$ cat src/rtl/wbuf_pkg.sv
package wbuf_pkg;

    localparam int WORD_W    = 32;
    localparam int BLK_WORDS = 4;
    localparam int ADDR_W    = 32;
    localparam int WIDX_W    = $clog2(BLK_WORDS);
    localparam int BOFS      = WIDX_W + 2;
    localparam int TAG_W     = ADDR_W - BOFS;

    typedef logic [WORD_W-1:0]    word_t;
    typedef logic [TAG_W-1:0]     tag_t;
    typedef logic [BLK_WORDS-1:0] wmask_t;
    typedef logic [WIDX_W-1:0]    widx_t;
    typedef word_t [BLK_WORDS-1:0] line_t;

    typedef struct packed {
        logic   used;
        logic   busy;
        tag_t   tag;
        wmask_t mask;
        line_t  data;
    } ent_t;

    typedef enum logic [1:0] {
        PORT_IDLE,
        PORT_RD,
        PORT_WR
    } port_sel_e;

    function automatic tag_t tag_of(input logic [ADDR_W-1:0] a);
        return a[ADDR_W-1:BOFS];
    endfunction

    function automatic widx_t widx_of(input logic [ADDR_W-1:0] a);
        return a[BOFS-1:2];
    endfunction

    function automatic logic [ADDR_W-1:0] base_of(input tag_t t);
        return {t, {BOFS{1'b0}}};
    endfunction

endpackage

$ cat src/rtl/wbuf_merge_find.sv
module wbuf_merge_find
    import wbuf_pkg::*;
#(
    parameter  int DEPTH = 4,
    localparam int PW    = $clog2(DEPTH)
) (
    input  logic          e_used [DEPTH],
    input  logic          e_busy [DEPTH],
    input  tag_t          e_tag  [DEPTH],
    input  logic [PW-1:0] head,
    input  logic          drain_now,
    input  tag_t          st_tag,
    output logic          hit,
    output logic [PW-1:0] idx
);

    always_comb begin
        hit = 1'b0;
        idx = '0;
        for (int i = 0; i < DEPTH; i++) begin
            if (e_used[i] && !e_busy[i] && (e_tag[i] == st_tag) &&
                !(drain_now && (PW'(i) == head))) begin
                hit = 1'b1;
                idx = PW'(i);
            end
        end
    end

endmodule

$ cat src/rtl/wbuf_fwd.sv
module wbuf_fwd
    import wbuf_pkg::*;
#(
    parameter  int DEPTH = 4,
    localparam int PW    = $clog2(DEPTH)
) (
    input  logic          e_used [DEPTH],
    input  tag_t          e_tag  [DEPTH],
    input  wmask_t        e_mask [DEPTH],
    input  line_t         e_data [DEPTH],
    input  logic [PW-1:0] head,
    input  tag_t          rd_tag,
    input  widx_t         rd_widx,
    output logic          blk_hit,
    output wmask_t        mask,
    output logic          word_hit,
    output word_t         word
);

    line_t         merged;
    logic [PW-1:0] fidx;

    // walk oldest to newest so the youngest copy of each word wins
    always_comb begin
        blk_hit = 1'b0;
        mask    = '0;
        merged  = '0;
        fidx    = '0;
        for (int k = 0; k < DEPTH; k++) begin
            fidx = head + PW'(k);
            if (e_used[fidx] && (e_tag[fidx] == rd_tag)) begin
                blk_hit = 1'b1;
                for (int w = 0; w < BLK_WORDS; w++) begin
                    if (e_mask[fidx][w]) begin
                        mask[w]   = 1'b1;
                        merged[w] = e_data[fidx][w];
                    end
                end
            end
        end
    end

    assign word_hit = mask[rd_widx];
    assign word     = merged[rd_widx];

endmodule

$ cat src/rtl/wbuf_port_arb.sv
module wbuf_port_arb
    import wbuf_pkg::*;
(
    input  logic              rd_valid,
    input  logic              rd_need,
    input  ent_t              head_ent,
    input  tag_t              rd_tag,
    output logic              mem_valid,
    output logic              mem_write,
    output logic [ADDR_W-1:0] mem_addr,
    output line_t             mem_line,
    output wmask_t            mem_strb,
    output logic              drain_now
);

    port_sel_e sel;

    always_comb begin
        if (head_ent.used && head_ent.busy)
            sel = PORT_WR;
        else if (rd_valid && rd_need)
            sel = PORT_RD;
        else if (head_ent.used)
            sel = PORT_WR;
        else
            sel = PORT_IDLE;
    end

    assign mem_valid = (sel != PORT_IDLE);
    assign mem_write = (sel == PORT_WR);
    assign mem_addr  = mem_write ? base_of(head_ent.tag) : base_of(rd_tag);
    assign mem_line  = head_ent.data;
    assign mem_strb  = mem_write ? head_ent.mask : '1;
    assign drain_now = mem_write;

endmodule

$ cat src/rtl/merge_wbuf.sv
module merge_wbuf
    import wbuf_pkg::*;
#(
    parameter  int DEPTH = 4,
    localparam int PW    = $clog2(DEPTH)
) (
    input  logic                        clk,
    input  logic                        rst,
    input  logic                        st_valid,
    input  logic [ADDR_W-1:0]           st_addr,
    input  logic [WORD_W-1:0]           st_data,
    output logic                        st_ready,
    input  logic                        rd_valid,
    input  logic [ADDR_W-1:0]           rd_addr,
    output logic                        rd_blk_hit,
    output logic                        rd_word_hit,
    output logic [WORD_W-1:0]           rd_word,
    output logic [BLK_WORDS-1:0]        rd_mask,
    output logic                        rd_partial,
    output logic                        mem_valid,
    output logic                        mem_write,
    output logic [ADDR_W-1:0]           mem_addr,
    output logic [BLK_WORDS*WORD_W-1:0] mem_data,
    output logic [BLK_WORDS-1:0]        mem_strb,
    input  logic                        mem_ready
);

    ent_t          ents [DEPTH];
    logic [PW-1:0] head, tail;
    logic [PW:0]   cnt;

    logic   e_used [DEPTH];
    logic   e_busy [DEPTH];
    tag_t   e_tag  [DEPTH];
    wmask_t e_mask [DEPTH];
    line_t  e_data [DEPTH];

    for (genvar g = 0; g < DEPTH; g++) begin : g_split
        assign e_used[g] = ents[g].used;
        assign e_busy[g] = ents[g].busy;
        assign e_tag[g]  = ents[g].tag;
        assign e_mask[g] = ents[g].mask;
        assign e_data[g] = ents[g].data;
    end

    logic [1:0] unused_lanes;
    assign unused_lanes = st_addr[1:0] ^ rd_addr[1:0];

    tag_t  st_tag, rd_tag;
    widx_t st_widx, rd_widx;
    assign st_tag  = tag_of(st_addr);
    assign st_widx = widx_of(st_addr);
    assign rd_tag  = tag_of(rd_addr);
    assign rd_widx = widx_of(rd_addr);

    logic          drain_now, m_hit;
    logic [PW-1:0] m_idx;
    line_t         mem_line;

    wbuf_merge_find #(.DEPTH(DEPTH)) u_find (
        .e_used(e_used), .e_busy(e_busy), .e_tag(e_tag),
        .head(head), .drain_now(drain_now), .st_tag(st_tag),
        .hit(m_hit), .idx(m_idx)
    );

    wbuf_fwd #(.DEPTH(DEPTH)) u_fwd (
        .e_used(e_used), .e_tag(e_tag), .e_mask(e_mask), .e_data(e_data),
        .head(head), .rd_tag(rd_tag), .rd_widx(rd_widx),
        .blk_hit(rd_blk_hit), .mask(rd_mask),
        .word_hit(rd_word_hit), .word(rd_word)
    );

    logic rd_need;
    assign rd_partial = rd_blk_hit && !(&rd_mask);
    assign rd_need    = !(rd_blk_hit && (&rd_mask));

    wbuf_port_arb u_arb (
        .rd_valid(rd_valid), .rd_need(rd_need), .head_ent(ents[head]),
        .rd_tag(rd_tag), .mem_valid(mem_valid), .mem_write(mem_write),
        .mem_addr(mem_addr), .mem_line(mem_line), .mem_strb(mem_strb),
        .drain_now(drain_now)
    );
    assign mem_data = mem_line;

    logic full, do_merge, do_alloc, pop;
    assign full     = (cnt == (PW+1)'(DEPTH));
    assign st_ready = m_hit || !full;
    assign do_merge = st_valid && m_hit;
    assign do_alloc = st_valid && !m_hit && !full;
    assign pop      = drain_now && mem_ready;

    ent_t new_ent;
    always_comb begin
        new_ent               = '0;
        new_ent.used          = 1'b1;
        new_ent.tag           = st_tag;
        new_ent.mask[st_widx] = 1'b1;
        new_ent.data[st_widx] = st_data;
    end

    always_ff @(posedge clk) begin
        if (rst) begin
            for (int i = 0; i < DEPTH; i++) ents[i] <= '0;
            head <= '0;
            tail <= '0;
            cnt  <= '0;
        end else begin
            if (drain_now && !mem_ready) ents[head].busy <= 1'b1;
            if (pop) begin
                ents[head] <= '0;
                head       <= head + 1'b1;
            end
            if (do_merge) begin
                ents[m_idx].mask[st_widx] <= 1'b1;
                ents[m_idx].data[st_widx] <= st_data;
            end
            if (do_alloc) begin
                ents[tail] <= new_ent;
                tail       <= tail + 1'b1;
            end
            cnt <= cnt + (PW+1)'(do_alloc) - (PW+1)'(pop);
        end
    end

endmodule

$ cat config.mk
export PLATFORM = sky130hd
export DESIGN_NAME = merge_wbuf
export DESIGN_NICKNAME = d
export VERILOG_FILES = /design/src/rtl/wbuf_pkg.sv /design/src/rtl/wbuf_merge_find.sv /design/src/rtl/wbuf_fwd.sv /design/src/rtl/wbuf_port_arb.sv /design/src/rtl/merge_wbuf.sv
export SDC_FILE = /design/constraint.sdc
export NUM_CORES = 2
export LEC_CHECK = 0
export ABC_AREA = 1
export BUFFER_PORTS_ARGS = -buffer_cell sky130_fd_sc_hd__buf_2
export CAP_MARGIN = 5
export CELL_PAD_IN_SITES_DETAIL_PLACEMENT = 2
export CELL_PAD_IN_SITES_GLOBAL_PLACEMENT = 2
export CORE_ASPECT_RATIO = 1.25
export CORE_UTILIZATION = 36
export CTS_BUF_LIST = sky130_fd_sc_hd__clkbuf_16
export DETAILED_ROUTE_END_ITERATION = 8
export PLACE_DENSITY = 0.86
export SYNTH_ARGS = -nofsm -noshare
export SYNTH_HDL_FRONTEND = slang
export SYNTH_SLANG_ARGS = --single-unit
$ cat constraint.sdc
create_clock -name clk -period 11.2 [get_ports clk]
set_clock_uncertainty 0.15 [all_clocks]
set_input_delay 3.36 -clock clk [delete_from_list [all_inputs] [get_ports clk]]
set_output_delay 3.36 -clock clk [all_outputs]
set_load 0.1 [all_outputs]
==> flow_summary.ini <==
[placement]
port_buffers = 298
numPlacedInstances = 8992
pre_cts_ws_ns = 0.360
place_congestion = 1.02
place_area_sq_um = 55500
hpwl_um = 206000

[yosys]
synth_fa_ha_area_frac = 0.00185
postSynthCellCount = 7230
synth-xor-area-share = 0.00528
synth-simple-area-share = 0.284
synth_top_family_by_area = simple AND/OR/NAND/NOR gates
yosys_warnings = 0
synth.avg_cell_area_sq_um = 7.11
synth_compound_area_frac = 0.193
ys_types = 57
ys.flop_type = edfxtp_1
syn-cell-area_sq_um = 51400
ys_seq_area_frac = 0.382
async_reset_ff_frac = 0
synth_edf_count = 648
synthMuxAreaShare = 0.0499
synth-seq-cells = 657

[cells_and_area]
areaGrowthSynthToFinish_pct = 12.9
drive_gt1_frac = 0.0939
layout.nets = 7309
utilization = 0.411
postLayoutCellArea_sq_um = 58000
fillers = 16200
mostFrequentLayoutCells = 1632 x nand2_1, 1027 x nor2_1, 899 x o21ai_0, 648 x edfxtp_1, 645 x nand3_1
finalNonFillerCells = 9147
final_common_cell = nand2_1

[worst_setup_path]
critPathSlowestCell = nand3_1
cp-start-kind = input port
end_kind = primary output
crit_top_cell = nand2_1
crit_required_ns = 7.69
regToRegStartpoint = head[0]$_SDFFE_PP0P_
max_stage_delay_ns = 0.56
critical_path.startpoint = rd_addr[23]
crit_chain = buf_2 > inv_1 > nand3_1 > nand2_1 > inv_1 > nand2_1 > nor2_1 > nand2_1 > nor2_2 > nand3_1 > clkinv_1 > buf_12 > buf_4 > o21ai_0 > o211ai_1 > nand3_1 > o211ai_1 > nand2_1 > buf_12
crit_buf_inv = 7
crit_fanout = 20
worstSetupPathType = input port to primary output
worstPathArrival_ns = 7.55
path_delay_family = simple AND/OR/NAND/NOR gates

[floorplan]
core_region_area_sq_um = 141000
fp.dieW_um = 340
die_area_sq_um = 144000
die_h_um = 424
rows = 154
io_pins = 307
initial_core_util = 0.364

[routing]
vias = 58600
drtPass1Iterations = 6
wirelength_um = 305000
drc_errors = 0
ant_nets = 0
wl_per_cell_um = 33.4
via_per_inst = 6.40
dr.first_iter.drc_count = 5198

[clock_tree]
cts_root_buf = clkbuf_16
clk_pin_slew_ns = 0.07
post-cts-setup-buffers = 0
cts_max_path_buffers = 3
postCtsHoldBufs = 0
insertion_delay_ns = 0.74
cts_buffers = 79
cts_tree = done
cts.sinks = 657
ctsResizeCount = 0
htree_levels = 3

[run_status]
status = finished, final reports clean

[timing]
setup_viol = 0
layout_min_cycle_time_ns = 11.06
fmax_mhz = 90.4
finalCritPeriodShare = 0.987
hold_violations = 0
setup_tns_ns = 0
slew_violations = 0
tightest_slew_ns = 1.42
slew_headroom = 0.0549
rsz0062_at_grt = no
setup_ws_ns = 0.143

[global_routing]
grt_pass1_vias = 62000
grt_overflow = 0
grt_pass1_wl_um = 436000
antenna_found_initial = 19
grt_use_total = 0.412
grt_start_max_net_pins = 195

[power_and_ir_drop]
p_leak_uw = 0.0235
irDropWorstVdd_mv = 0.182
power_density_nw_per_um2 = 193

[worst_hold_path]
worstHoldPathType = register to register
hp-start = tail[0]$_SDFFE_PP0N_

[flow_run]
maxCapViolations = 0
-- area by class of cell --
cell class | count | area, sq um | area share
sequential | 657 | 19700 | 0.339
antenna | 10 | 25.0 | 0.000431
timing repair buffer | 460 | 3920 | 0.0676
tap | 1872 | 2340 | 0.0404
clock buffer | 80 | 2000 | 0.0345
inverter | 513 | 1960 | 0.0337
multi-input combinational | 5490 | 27600 | 0.476
clock inverter | 65 | 524 | 0.00903
-- Yosys cell counts (26+ instances only) --
| library cell | n | area [sq um] |
|---|---|---|
| edfxtp_1 | 648 | 19500 |
| o21ai_0 | 904 | 4520 |
| nor4_1 | 33 | 206 |
| a31oi_1 | 27 | 169 |
| inv_2 | 26 | 97.6 |
| a21oi_1 | 172 | 861 |
| o211ai_1 | 363 | 2730 |
| mux2i_1 | 256 | 2560 |
| inv_1 | 477 | 1790 |
| clkbuf_1 | 420 | 1580 |
| buf_1 | 42 | 158 |
| a221o_1 | 53 | 531 |
| nand3_1 | 648 | 3240 |
| o22ai_1 | 120 | 751 |
| nand4_1 | 61 | 382 |
| nor2_1 | 1030 | 3870 |
| nand2_1 | 1641 | 6160 |
| buf_2 | 98 | 490 |
-- per-stage QoR --
stage                     power (uW)  hold slack [ns]
after CTS                      11100            0.426
after detailed placement        8390            0.385
after global placement          8170            0.365
final                          11200            0.431
after floorplan                 6660            0.343
after global routing           11500            0.502
-- registers in the layout, summed over array words and instances (netlist names), named ones only --
| name | flops |
|---|---|
| ents | 648 |
| tail | 2 |
| head | 2 |
| cnt | 3 |
-- worst paths after layout --
kind                                    to  slack, ns  cells past startpoint
setup / recovery               rd_word[20]       0.14                     19
setup reg to reg  ents[0][4]$_SDFFCE_PN0P_       2.42                     24
hold reg to reg       tail[0]$_SDFFE_PP0N_       0.43                      2
hold / removal        tail[0]$_SDFFE_PP0N_       0.43                      2
-- worst min-delay path, cell delays in order (launching register included) --
cell     delay (ns)
dfxtp_1        0.35
a21oi_1        0.14
nor2_1         0.05
-- cell families (layout without fill, tap and decap cells) --
family | after synthesis | after routing
adders and majority gates | 7 | 7
DFF | 657 | 657
muxes | 256 | 256
AOI/OAI and AO/OA | 1686 | 1686
buffers and inverters | 1086 | 1118
and+or+nand+nor | 3506 | 3506
xor gates and xnor gates | 31 | 31
other | 1 | 14
-- layer usage --
metal / vias to the layer above / part of all wire / wire [um] / track usage
met4: 10 / 0.12 / 37100 / 0.435
met5: - / 0.00021 / 63 / 0.000661
met1: 29600 / 0.34 / 104000 / 0.429
met2: 2949 / 0.47 / 142000 / 0.679
li1: 24900 / - / - / -
met3: 1157 / 0.072 / 21900 / 0.0779
-- where the power goes --
part / total (uW) / switching [uW] / internal (uW) / leakage (uW)
Sequential: 3390 / 351 / 3040 / 0.00659
Combinational: 5150 / 4120 / 1030 / 0.0156
Clock: 2670 / 1210 / 1460 / 0.00131
Note: power is estimated with default switching activity, not from simulation.
